### src/rtl/fpx_pkg.sv
package fpx_pkg;
    localparam int NUM_EXC = 6;
    localparam int ADDR_W  = 20;
    localparam int LO_W    = 16;
    localparam int HI_W    = ADDR_W - LO_W;
    localparam int OPC_W   = 11;
    localparam int SW_W    = 8;
    localparam int ES_BIT  = SW_W - 1;

    typedef logic [NUM_EXC-1:0] exc_vec_t;

    // bit index equals precedence rank, 0 is highest
    typedef enum logic [2:0] {
        EXC_INV  = 3'd0,
        EXC_DEN  = 3'd1,
        EXC_ZDIV = 3'd2,
        EXC_OVF  = 3'd3,
        EXC_UNF  = 3'd4,
        EXC_PREC = 3'd5
    } exc_id_e;

    typedef struct packed {
        logic [LO_W-1:0]  ip_lo;
        logic [HI_W-1:0]  ip_hi;
        logic [OPC_W-1:0] opc;
        logic [LO_W-1:0]  dp_lo;
        logic [HI_W-1:0]  dp_hi;
    } ptr_img_t;

    // one-hot of the lowest-numbered set bit (highest precedence)
    function automatic exc_vec_t pick_first(input exc_vec_t v);
        exc_vec_t r;
        logic     seen;
        r    = '0;
        seen = 1'b0;
        for (int i = 0; i < NUM_EXC; i++) begin
            if (v[i] && !seen) begin
                r[i] = 1'b1;
                seen = 1'b1;
            end
        end
        return r;
    endfunction
endpackage

### src/rtl/fpx_prio_sel.sv
module fpx_prio_sel
    import fpx_pkg::*;
(
    input  exc_vec_t req,
    input  exc_vec_t mask,
    output exc_vec_t set_vec
);
    exc_vec_t masked_hits;
    exc_vec_t unmasked_hits;

    always_comb begin
        masked_hits   = req & mask;
        unmasked_hits = req & ~mask;
        set_vec       = masked_hits | pick_first(unmasked_hits);
    end
endmodule

### src/rtl/fpx_status_reg.sv
module fpx_status_reg
    import fpx_pkg::*;
(
    input  logic     clk,
    input  logic     rst,
    input  logic     apply,
    input  exc_vec_t set_vec,
    input  logic     clr,
    input  logic     mask_wr,
    input  exc_vec_t mask_wdata,
    output exc_vec_t flags,
    output exc_vec_t mask,
    output logic     es
);
    exc_vec_t pend_terms;

    for (genvar g = 0; g < NUM_EXC; g++) begin : g_bit
        always_ff @(posedge clk) begin
            if (rst) begin
                flags[g] <= 1'b0;
                mask[g]  <= 1'b1;
            end else begin
                flags[g] <= (flags[g] & ~clr) | (apply & set_vec[g]);
                if (mask_wr)
                    mask[g] <= mask_wdata[g];
            end
        end
        assign pend_terms[g] = flags[g] & ~mask[g];
    end

    assign es = |pend_terms;
endmodule

### src/rtl/fpx_ptr_capture.sv
module fpx_ptr_capture
    import fpx_pkg::*;
(
    input  logic              clk,
    input  logic              rst,
    input  logic              cap,
    input  logic [ADDR_W-1:0] iaddr,
    input  logic [OPC_W-1:0]  opc,
    input  logic              has_opnd,
    input  logic [ADDR_W-1:0] daddr,
    output ptr_img_t          img
);
    logic [ADDR_W-1:0] dsel;

    assign dsel = has_opnd ? daddr : '0;

    always_ff @(posedge clk) begin
        if (rst) begin
            img <= '0;
        end else if (cap) begin
            img.ip_lo <= iaddr[LO_W-1:0];
            img.ip_hi <= iaddr[ADDR_W-1:LO_W];
            img.opc   <= opc;
            img.dp_lo <= dsel[LO_W-1:0];
            img.dp_hi <= dsel[ADDR_W-1:LO_W];
        end
    end
endmodule

### src/rtl/fpx_exc_unit.sv
module fpx_exc_unit
    import fpx_pkg::*;
(
    input  logic              clk,
    input  logic              rst,
    input  logic              insn_done,
    input  logic [5:0]        exc_req,
    input  logic              is_ctrl,
    input  logic [19:0]       insn_addr,
    input  logic [10:0]       insn_opc,
    input  logic              has_opnd,
    input  logic [19:0]       opnd_addr,
    input  logic              cw_wr,
    input  logic [5:0]        cw_mask,
    input  logic              clr_exc,
    input  logic              host_esc,
    output logic [7:0]        status_o,
    output logic [5:0]        mask_o,
    output logic              err_n,
    output logic              int16,
    output logic [15:0]       ip_lo,
    output logic [3:0]        ip_hi,
    output logic [10:0]       opc_o,
    output logic [15:0]       dp_lo,
    output logic [3:0]        dp_hi
);
    exc_vec_t set_vec;
    exc_vec_t flags;
    exc_vec_t mask;
    logic     es;
    ptr_img_t img;
    logic     int16_q;

    fpx_prio_sel u_sel (
        .req     (exc_req),
        .mask    (mask),
        .set_vec (set_vec)
    );

    fpx_status_reg u_stat (
        .clk        (clk),
        .rst        (rst),
        .apply      (insn_done),
        .set_vec    (set_vec),
        .clr        (clr_exc),
        .mask_wr    (cw_wr),
        .mask_wdata (cw_mask),
        .flags      (flags),
        .mask       (mask),
        .es         (es)
    );

    fpx_ptr_capture u_ptr (
        .clk      (clk),
        .rst      (rst),
        .cap      (insn_done & ~is_ctrl),
        .iaddr    (insn_addr),
        .opc      (insn_opc),
        .has_opnd (has_opnd),
        .daddr    (opnd_addr),
        .img      (img)
    );

    always_ff @(posedge clk) begin
        if (rst) int16_q <= 1'b0;
        else     int16_q <= host_esc & es;
    end

    always_comb begin
        status_o                = '0;
        status_o[NUM_EXC-1:0]   = flags;
        status_o[ES_BIT]        = es;
    end

    assign mask_o = mask;
    assign err_n  = ~es;
    assign int16  = int16_q;
    assign ip_lo  = img.ip_lo;
    assign ip_hi  = img.ip_hi;
    assign opc_o  = img.opc;
    assign dp_lo  = img.dp_lo;
    assign dp_hi  = img.dp_hi;
endmodule

### config.mk
export PLATFORM = sky130hd
export DESIGN_NAME = fpx_exc_unit
export DESIGN_NICKNAME = d
export VERILOG_FILES = /design/src/rtl/fpx_pkg.sv /design/src/rtl/fpx_prio_sel.sv /design/src/rtl/fpx_status_reg.sv /design/src/rtl/fpx_ptr_capture.sv /design/src/rtl/fpx_exc_unit.sv
export SDC_FILE = /design/constraint.sdc
export NUM_CORES = 1
export LEC_CHECK = 0
export BUFFER_PORTS_ARGS = -buffer_cell sky130_fd_sc_hd__buf_2
export CELL_PAD_IN_SITES_DETAIL_PLACEMENT = 0
export CELL_PAD_IN_SITES_GLOBAL_PLACEMENT = 2
export CORE_MARGIN = 3
export CORE_UTILIZATION = 22
export DETAILED_ROUTE_END_ITERATION = 8
export PLACE_DENSITY = 0.82
export SYNTH_ARGS = -nofsm -noshare
export SYNTH_HDL_FRONTEND = slang
export SYNTH_SLANG_ARGS = --single-unit
export TNS_END_PERCENT = 30
### constraint.sdc
create_clock -name clk -period 0.9 [get_ports clk]
set_input_delay 0.045 -clock clk [delete_from_list [all_inputs] [get_ports clk]]
set_output_delay 0.045 -clock clk [all_outputs]
set_load 0.01 [all_outputs]
==> results of run 1 <==
==> power by group <==
group          switching (uW)  internal [uW]
Combinational             547            631
Clock                    1170           1940
Sequential               73.1           2960
==> logic make-up (layout without fill, tap and decap cells) <==
| family | count (synthesis) | after routing |
|---|---|---|
| buffers and inverters | 34 | 241 |
| AND/OR/NAND/NOR | 122 | 122 |
| other | 1 | 1 |
| flip-flops | 64 | 64 |
| AO/OA/AOI/OAI | 68 | 68 |
| multiplexers | 6 | 6 |
==> cell type report <==
type | count | area (sq um) | area share, %
multi-input cells | 197 | 1210 | 26.6
flip-flops and latches | 64 | 1310 | 28.7
clock inverters | 1 | 5.00 | 0.110
repair buffers | 215 | 1550 | 34.2
clock buffers | 15 | 258 | 5.67
well taps | 143 | 179 | 3.93
inverters | 10 | 37.5 | 0.825
==> metrics by stage <==
stage | hold WS [ns] | worst slack, ns | instance area, sq um | setup TNS, ns | cells
global route | 0.0168 | -0.488 | 4550 | -2.09 | 645
floorplan | 0.154 | -0.0960 | 2650 | -0.166 | 295
global placement | 0.267 | -0.0879 | 3530 | -1.23 | 568
detailed placement | 0.269 | -0.108 | 3530 | -1.73 | 568
CTS | 0.00711 | -0.450 | 4480 | -1.59 | 644
finish | 0.0235 | -0.433 | 4550 | -1.47 | 645
==> synth_stat cells <==
cell type	number
a211oi_1	1
a21oi_1	36
a21oi_2	19
a22oi_1	1
a311oi_1	1
a32oi_1	1
and2b_1	1
buf_12	2
buf_2	10
buf_4	5
buf_6	4
clkbuf_1	3
clkinv_1	1
conb_1	1
dfxtp_1	64
inv_1	9
mux2i_1	6
nand2_1	89
nand2b_1	4
nand3_1	2
nand3_2	19
nor2_1	2
nor2b_1	2
nor3_1	2
o2111ai_1	2
o211ai_1	1
o22ai_1	4
o311a_1	1
o32ai_1	1
or3_1	1
==> sequential cells by signal, summed over array words and instances (netlist names) <==
name          count
int16             1
u_ptr.img        51
u_stat.flags      6
u_stat.mask       6
==> placed cells by master (no fill, tap or decap), types with 2 or more instances in the layout <==
cell,synthesis,routed
buf_2,10,129
inv_1,9,5
dfxtp_4,0,4
mux2i_1,6,6
a21oi_2,19,20
nand2b_4,0,3
buf_4,5,8
buf_6,4,14
nand3_2,19,19
inv_2,0,4
dlygate4sd3_1,0,59
clkbuf_1,3,5
nor3_1,2,2
nand3_1,2,2
a21oi_1,36,35
clkbuf_16,0,9
buf_12,2,5
nor2_1,2,2
dfxtp_2,0,9
nand2_1,89,89
o22ai_2,0,2
dfxtp_1,64,51
==> how the worst min path moves through the flow <==
stage               startpoint                           to  slack (ns)  cells after the start
floorplan              clr_exc   u_stat.flags[2]$_SDFF_PP0_        0.15                      1
global placement    cw_mask[4]  u_stat.mask[4]$_SDFFE_PP1P_        0.27                      3
detailed placement  cw_mask[4]  u_stat.mask[4]$_SDFFE_PP1P_        0.27                      3
CTS                 exc_req[5]   u_stat.flags[5]$_SDFF_PP0_       0.007                      3
global route        exc_req[0]   u_stat.flags[0]$_SDFF_PP0_        0.02                      3
finish              exc_req[0]   u_stat.flags[0]$_SDFF_PP0_        0.02                      3
==> timing repair <==
| item | 4_1_cts | 5_1_grt |
|---|---|---|
| hold endpoints to repair | 59 | 0 |
| buffers inserted | 1 | 1 |
| gates resized for setup | 20 | 12 |
| pin swaps | 4 | 4 |
| hold buffers | 59 | 0 |
| endpoints found under the setup margin | 16 | 19 |
==> worst max-delay path, delay by kind of cell, from the launching register on <==
| family | cells | cell delay [ns] |
|---|---|---|
| flops | 1 | 0.32 |
| buf+inv | 2 | 0.21 |
| simple gates | 1 | 0.37 |
| compound gates | 1 | 0.06 |
==> routing by layer <==
metal	wire length (microns)	global-route usage [%]	share of wire, %
met1	3530	14.3	43
met4	136	5.40	1.6
met2	4140	21.3	50
met5	0	0	0
met3	453	3.32	5.5
==> metrics.txt, run 1 <==
proportion of synthesized chip area in sequential cells 48.9%; share of cells above drive strength 1 47.0%; RSZ-0062 raised after global routing yes; Die Ht 115 microns; Critical Path RT 0.85 ns; fmax 750 MHz; Hold Vio Cnt, Final 0; Longest Clk Path Bufs 2; FP Rows 39; Reg clk slew, reported paths 0.05 ns; WL final 8260 microns; Critical Setup Path Class flip-flop to primary output; Worst setup SP type flip-flop; skew final 0.00480 ns; CTS tree yes; share of Yosys cell area claimed by the top area cell type 48.9%; WL per Instance 12.8 microns; P&R area growth vs syn 73.8%; crit path cell chain inv_2 > o22ai_4 > or3_1 > buf_2; Leakage Power 0.00200 uW; Final min period 1.33 ns; slowest CP cell or3_1; antenna cells 0; First DRT Iteration DRCs 116; worst r2r src u_stat.mask[2]$_SDFFE_PP1P_; Slew Limit Fails 0; post-synthesis simple-gate area fraction 23.0%; final worst slack -0.433 ns; DRC 0; Yosys cell types 30; Post-Syn Instances 295; Overflow after GRT 0; mean post-synth cell area 8.87 sq um; Reg2Reg Depth 3; Placeable Area 11500 sq um; clock latency at the later pin of the worst-skew pair 0.32 ns; routed vias/inst 4.22; Period Utilization, post-route 148%; GP Congestion 0.793; first-pass GRT wire length 12800 microns; CTS Buf Count 9; flop-to-flop setup slack -0.12 ns; synth warn 0; largest family of logic cells by synthesized area simple AND/OR/NAND/NOR gates; DRT Pass-1 Iters 4; status finished with violations; Max Cap Violations 0; fin nets 568; Hold WC Path Type input port to flip-flop; maximum number of pins on one net before global-route repair 31; htree depth 3; syn nets 366; Initial Util 22.7%; Synth Area in Compound Gates 17.1%; Final ANT Viol Nets 0; IO Pins 138; worst path arrival time 1.29 ns; Port Buffers 136; initial antenna violation count 0; mux cell area share after synthesis 2.29%; Crit Path Max Fanout 3; dominant cells by area after synthesis dfxtp_1, nand2_1, nand3_2; Util after Layout 39.5%; vias in the first global route 2670; Clock Sinks 64; Filler cells 1145; HPWL after detailed placement 5490 microns; routed vias 2722; peak supply drop 0.000647 V; Post-Synthesis Cell Area 2620 sq um; Synth area leader dfxtp_1; die width 115 microns; register bit total from synthesis 64; Tot Pwr 7320 uW; failing checks negative setup slack; Synth Area in XOR/XNOR 0%; Pwr per Cell Area 1610 nW/um^2; Critical path origin u_stat.flags[4]$_SDFF_PP0_; R2R Path End int16$_SDFF_PP0_; Critical Path Max Stage Delay 0.37 ns; die area 13200 sq um; Synth Area in Adders 0%; Final setup viols 16; Critical path destination status_o[7]; CP endpoint kind primary output; Root Buffer clkbuf_16; GRT Overall Usage 12.3%
(Power assumes the default switching activity.)
==> run 2, diff against run 1 <==
TNS_END_PERCENT = 100   (was 30)
==> run 2 against run 1 <==
  * The run still ends with negative setup slack left
  * Flip-flop and latch count unchanged
  * Routed wire length rose by 5.5%
  * Worst hold slack better by 0.0019 ns
  * Final area grew 3.6%
  * Utilization is 1.4 points higher
  * Power grew 4.8%
  * Critical path type unchanged
  * Largest power group unchanged
==> metrics.txt, run 2 (synthesized netlist as in run 1, its figures left out) <==
status finished with violations (unchanged); failing checks negative setup slack (unchanged); first-pass GRT wire length 13400 microns (was 12800 microns); Reg clk slew, reported paths 0.05 ns (about the same); IO Pins 138 (unchanged); initial antenna violation count 0 (unchanged); Hold Vio Cnt, Final 0 (unchanged); Top Metal Used met4 (unchanged); Most flops, register u_ptr.img (unchanged); DRT met1 WL 3580 microns (was 3530 microns); Placeable Area 11500 sq um (unchanged); CP endpoint kind primary output (unchanged); Period Utilization, post-route 150% (was 148%); pre-CTS WS -0.118 ns (was -0.108 ns); Longest Clk Path Bufs 2 (unchanged); skew final 0.00114 ns (was 0.00480 ns); die width 115 microns (unchanged); clock latency at the later pin of the worst-skew pair 0.33 ns (was 0.32 ns); vias in the first global route 2812 (was 2670); worst path arrival time 1.31 ns (was 1.29 ns); max reg flops 51 (unchanged); Filler cells 1136 (was 1145); Critical Path RT 0.85 ns (about the same); routed vias 2778 (was 2722); flop-to-flop setup slack -0.12 ns (about the same); Reg2Reg Depth 3 (unchanged); Port Buffers 136 (unchanged); DRT Pass-1 Iters 4 (unchanged); Worst setup SP type flip-flop (unchanged); maximum number of pins on one net before global-route repair 32 (was 31); Final ANT Viol Nets 0 (unchanged); Hold Crit Endpoint u_stat.flags[3]$_SDFF_PP0_ (was u_stat.flags[0]$_SDFF_PP0_); antenna cells 0 (unchanged); final worst slack -0.451 ns (was -0.433 ns); most frequent cells in the layout buf_2, nand2_1, dlygate4sd3_1 (unchanged); worst r2r src u_stat.mask[1]$_SDFFE_PP1P_ (was u_stat.mask[2]$_SDFFE_PP1P_); routed vias/inst 4.26 (was 4.22); TNS Setup -1.68 ns (was -1.47 ns); Initial Util 22.7% (unchanged); smallest hold slack 0.0254 ns (was 0.0235 ns); GRT Overall Usage 12.8% (was 12.3%); htree depth 3 (unchanged); DRC 0 (unchanged); WL met2 4540 microns (was 4140 microns); die area 13200 sq um (unchanged); WL per Instance 13.4 microns (was 12.8 microns); Largest regs u_ptr.img: 51 flops, u_stat.flags: 6 flops, u_stat.mask: 6 flops (unchanged); Worst Hold Launch exc_req[3] (was exc_req[0]); fmax 740 MHz (was 750 MHz); Root Buffer clkbuf_16 (unchanged); GP Congestion 0.791 (was 0.793); Die Ht 115 microns (unchanged); P&R area growth vs syn 80.1% (was 73.8%); met3 WL 427 microns (was 453 microns); Leakage Power 0.00206 uW (was 0.00200 uW); Slew Limit Fails 0 (unchanged); Final min period 1.35 ns (was 1.33 ns); CTS tree yes (unchanged); Finished Cell Area 4710 sq um (was 4550 sq um); Post-DP Area 3550 sq um (was 3530 sq um); First DRT Iteration DRCs 125 (was 116); fin nets 575 (was 568); HPWL after detailed placement 5770 microns (was 5490 microns); Hold WC Path Type input port to flip-flop (unchanged); WL final 8710 microns (was 8260 microns); Crit Path Max Fanout 2 (was 3); FP Rows 39 (unchanged); Overflow after GRT 0 (unchanged); Final setup viols 18 (was 16); commonest non-fill, non-tap cell in the layout buf_2 (unchanged); Pwr per Cell Area 1630 nW/um^2 (was 1610 nW/um^2); R2R Path End u_stat.flags[3]$_SDFF_PP0_ (was int16$_SDFF_PP0_); Max Cap Violations 0 (unchanged); peak supply drop 0.000765 V (was 0.000647 V); Critical Setup Path Class flip-flop to primary output (unchanged); share of cells above drive strength 1 49.1% (was 47.0%); CTS Buf Count 9 (unchanged); Hold Path Stages 3 (unchanged); Clock Sinks 64 (unchanged); RSZ-0062 raised after global routing yes (unchanged)
run 2: cell types whose count changed in the layout (fill, tap and decap cells not counted), sizes merged:
cell / previous run / this run
clkinvlp: 0 / 2
clkbuf: 15 / 9
clkinv: 2 / 5
bufinv: 0 / 1
buf: 156 / 163
run 2: worst max-delay path by stage:
stage                                 from          end  cells after the start
2_1_floorplan  u_stat.mask[2]$_SDFFE_PP1P_  status_o[7]                      3
3_5_place_dp    u_stat.flags[4]$_SDFF_PP0_  status_o[7]                      4
6_report        u_stat.flags[1]$_SDFF_PP0_  status_o[7]                      4
4_1_cts        u_stat.mask[1]$_SDFFE_PP1P_  status_o[7]                      3
3_3_place_gp    u_stat.flags[4]$_SDFF_PP0_  status_o[7]                      4
5_1_grt         u_stat.flags[1]$_SDFF_PP0_  status_o[7]                      4
run 2: per-stage QoR:
stage               instances  power [uW]  utilization (%)
finish                    652        7670             40.9
global route              652        8050             40.9
CTS                       650        7750             39.9
detailed placement        569        4020             30.9
global placement          569        4010             30.9
floorplan                 295        3570                -
run 2: per-layer routing:
layer | global-route usage, % | up-vias
met3 | 4.21 | 15
met5 | 0 | -
met2 | 23.1 | 81
li1 | - | 1394
met4 | 4.46 | 0
met1 | 14.0 | 1288
run 2: timing repair:
action / in CTS / in global routing
setup endpoints to repair: 15 / 21
resized for setup: 24 / 26
setup buffers: 7 / 8
hold buffers: 59 / 0
hold endpoints to repair: 59 / 0
pin swaps: 6 / 7
run 2: layout make-up:
type,instances,area [sq um],share of cell area [%]
clock inverters,7,62.6,1.33
inverters,10,37.5,0.796
flip-flops and latches,64,1310,27.8
clock buffers,9,225,4.78
well taps,143,179,3.80
repair buffers,222,1660,35.2
multi-input cells,197,1240,26.3
run 2: worst max-delay path, stage by stage (launching register included):
cell and delay [ns]:
dfxtp_2 0.32, inv_2 0.07, o22ai_4 0.07, or3_1 0.37, buf_2 0.15
run 2: where the power goes:
part	internal, uW	switching, uW	leakage (uW)	total (uW)
combinational	685	578	0.00140	1260
sequential	2960	77.7	0.000526	3040
clock	2110	1260	0.000136	3370
total	5760	1920	0.00206	7670
==> run 3, diff against run 2 <==
ABC_AREA = 1   (was unset)
CORE_UTILIZATION = 20   (was 22)
PLACE_DENSITY = 0.81   (was 0.82)
==> run 3 against run 2 <==
  * The run still ends with negative setup slack left
  * First-iteration DRC count decreased by 26%
  * Final cell count increased by 3.4%
  * Setup slack worse by 0.0029 ns
  * Routed wire length decreased by 2.5%
  * Clock power up 11%
  * Final area decreased by 3.1%
  * Synthesized area fell by 8.4%
  * Via count up 2.1%
  * Clock skew grew 0.0034 ns
  * Combinational power about the same
  * Power rose by 5.5%
  * Worst hold slack better by 0.030 ns
==> metrics.txt, run 3 <==
fmax 738 MHz (was 740 MHz); Worst Hold Launch exc_req[5] (was exc_req[3]); crit path cell chain inv_2 > a22o_1 > nor3_4 > inv_1 > buf_2 (was inv_2 > o22ai_4 > or3_1 > buf_2); syn nets 379 (was 366); mean post-synth cell area 7.79 sq um (was 8.87 sq um); Critical Path Max Stage Delay 0.34 ns (was 0.37 ns); failing checks negative setup slack (unchanged); commonest non-fill, non-tap cell in the layout buf_2 (unchanged); proportion of synthesized chip area in sequential cells 53.4% (was 48.9%); register bit total from synthesis 64 (unchanged); Crit Path Max Fanout 3 (was 2); Leakage Power 0.00220 uW (was 0.00206 uW); GR peak layer met2 (unchanged); Max Cap Violations 0 (unchanged); RSZ-0062 raised after global routing yes (unchanged); First DRT Iteration DRCs 93 (was 125); number of flops mapped to enable cells by yosys 0 (unchanged); flop-to-flop setup slack -0.16 ns (was -0.12 ns); CTS Buf Count 9 (unchanged); Pwr per Cell Area 1770 nW/um^2 (was 1630 nW/um^2); Post-Synthesis Cell Area 2400 sq um (was 2620 sq um); Root Buffer clkbuf_16 (unchanged); WL final 8490 microns (was 8710 microns); Util after Layout 39.5% (was 40.9%); Final min period 1.35 ns (about the same); IO Pins 138 (unchanged); Slew Limit Fails 0 (unchanged); pre-CTS WS -0.134 ns (was -0.118 ns); clock latency at the later pin of the worst-skew pair 0.33 ns (about the same); Clk pwr share 46.2% (was 43.9%); Critical path origin u_stat.mask[0]$_SDFFE_PP1P_ (was u_stat.flags[1]$_SDFF_PP0_); die area 13300 sq um (was 13200 sq um); CP endpoint kind primary output (unchanged); routed vias/inst 4.21 (was 4.26); skew final 0.00454 ns (was 0.00114 ns); HPWL after detailed placement 5550 microns (was 5770 microns); P&R area growth vs syn 90.5% (was 80.1%); GP Congestion 0.771 (was 0.791); Longest Clk Path Bufs 2 (unchanged); vias in the first global route 2859 (was 2812); Largest regs u_ptr.img: 51 flops, u_stat.flags: 6 flops, u_stat.mask: 6 flops (unchanged); Port Buffers 136 (unchanged); Filler cells 1165 (was 1136); met1 Use GR 14.4% (was 14.0%); Post-Place Cells 587 (was 569); Placeable Area 11600 sq um (was 11500 sq um); initial antenna violation count 0 (unchanged); sw frac 23.7% (was 25.0%); Synth top cells by count nor2_1, dfxtp_1, nand2_1 (was nand2_1, dfxtp_1, a21oi_1); Final setup viols 19 (was 18); DRC 0 (unchanged); htree depth 3 (unchanged); smallest hold slack 0.0551 ns (was 0.0254 ns); CTS tree yes (unchanged); ys async rst share 0% (unchanged); maximum number of pins on one net before global-route repair 33 (was 32); Critical Path RT 0.85 ns (about the same); Worst setup SP type flip-flop (unchanged); most frequent cells in the layout buf_2, nor2_1, dlygate4sd3_1 (was buf_2, nand2_1, dlygate4sd3_1); Die Ht 116 microns (was 115 microns); GRT Overall Usage 12.9% (was 12.8%); Clock Sinks 64 (unchanged); Comb pwr share 15.7% (was 16.5%); met2 usage 22.5% (was 23.1%); synth warn 0 (unchanged); Reg clk slew, reported paths 0.05 ns (about the same); WL per Instance 12.6 microns (was 13.4 microns); Sw Pwr 1920 uW (about the same); routed vias 2836 (was 2778); Critical Setup Path Class flip-flop to primary output (unchanged); GR met3 Demand/Resource 3.76% (was 4.21%); Hold WC Path Type input port to flip-flop (unchanged); Period Utilization, post-route 150% (about the same); die width 116 microns (was 115 microns); Worst Path Buf+Inv 3 (was 2); Seq pwr share 38.0% (was 39.6%); peak supply drop 0.000918 V (was 0.000765 V); Tot Pwr 8090 uW (was 7670 uW); status finished with violations (unchanged); fin nets 597 (was 575); share of cells above drive strength 1 41.1% (was 49.1%); first-pass GRT wire length 13500 microns (was 13400 microns); share of Yosys cell area claimed by the top area cell type 53.4% (was 48.9%); Yosys cell types 17 (was 30); DRT Pass-1 Iters 4 (unchanged); Top delay family on crit path flip-flops (was simple AND/OR/NAND/NOR gates); Hold Vio Cnt, Final 0 (unchanged); max reg flops 51 (unchanged); Most flops, register u_ptr.img (unchanged); Final ANT Viol Nets 0 (unchanged); top_reg_cell synth dfxtp_1 (unchanged); Post-Syn Instances 308 (was 295); cell-internal power 6180 uW (was 5760 uW); FP Rows 39 (unchanged); Layout Cells excl Fill 674 (was 652); dominant cells by area after synthesis dfxtp_1, nor2_1, o21ai_0 (was dfxtp_1, nand2_1, nand3_2); worst path arrival time 1.31 ns (about the same); worst r2r src u_stat.mask[0]$_SDFFE_PP1P_ (was u_stat.mask[1]$_SDFFE_PP1P_); antenna cells 0 (unchanged); Overflow after GRT 0 (unchanged); cell with the most instances after synthesis nor2_1 (was nand2_1); Synth area leader dfxtp_1 (unchanged); slowest CP cell dfxtp_2 (was or3_1); final worst slack -0.454 ns (was -0.451 ns); Initial Util 20.7% (was 22.7%)
==> run 3: cell count changes in the layout (fill, tap and decap cells not counted), sizes merged, moves of 3 or more <==
cell,change
mux2i,-6
a21oi,-23
o21ai,+38
nand2b,-4
nand2,-47
buf,+3
inv,+6
dlygate4sd3,+4
nor2,+64
o22ai,-4
nand3,+3
==> run 3: worst register-to-register path, delay by kind of cell (launching register included) <==
family                 cells  cell delay [ns]
AOI/OAI and AO/OA          1             0.25
and+or+nand+nor            2             0.19
buffers and inverters      2             0.20
DFF                        1             0.34
==> run 3: kinds of logic after synthesis <==
family          count (synthesis)  share of synthesized area [%]
compound gates                 73                           15.6
buf+inv                        37                           8.40
flops                          64                           53.4
other cells                     1                          0.156
simple gates                  133                           22.4
==> run 3: power by group through the flow <==
stage          combinational, uW  clock (uW)  sequential, uW
3_3_place_gp                 930           0            3120
6_report                    1270        3740            3080
3_5_place_dp                 931           0            3130
2_1_floorplan                370           0            3200
4_1_cts                     1230        3890            3070
5_1_grt                     1400        4030            3090
==> run 3: layout make-up <==
type | instances | area (sq um) | share of cell area, %
repair buffers | 229 | 1720 | 37.6
inverters | 15 | 56.3 | 1.23
well taps | 143 | 179 | 3.92
clock inverters | 6 | 82.6 | 1.81
clock buffers | 10 | 239 | 5.23
flip-flops and latches | 64 | 1300 | 28.4
multi-input cells | 207 | 996 | 21.8
==> run 3: stage by stage <==
step,TNS (ns),cell area (sq um)
floorplan,-0.333,2430
global placement,-0.379,3360
detailed placement,-0.591,3360
CTS,-2.33,4470
global route,-2.84,4570
finish,-1.84,4570
==> run 3: timing repair <==
action                                  in CTS  in global routing
resized for setup                           30                 28
pin swaps                                   11                 10
cloned                                       0                  0
buffers inserted                            11                  6
hold endpoints to repair                    63                  0
endpoints found under the setup margin      18                 22
hold buffers                                63                  0
==> run 3: final timing paths <==
kind,endpoint,cells past startpoint
min reg2reg,u_ptr.img[10]$_SDFFE_PP0P_,2
max reg2reg,int16$_SDFF_PP0_,5
min,u_stat.flags[5]$_SDFF_PP0_,5
max,status_o[7],5
==> run 3: metal layers <==
layer | vias up | part of all wire (%)
met5 | - | 0
met4 | 0 | 2.1
met3 | 12 | 6.4
met2 | 88 | 49
met1 | 1299 | 42
li1 | 1437 | -
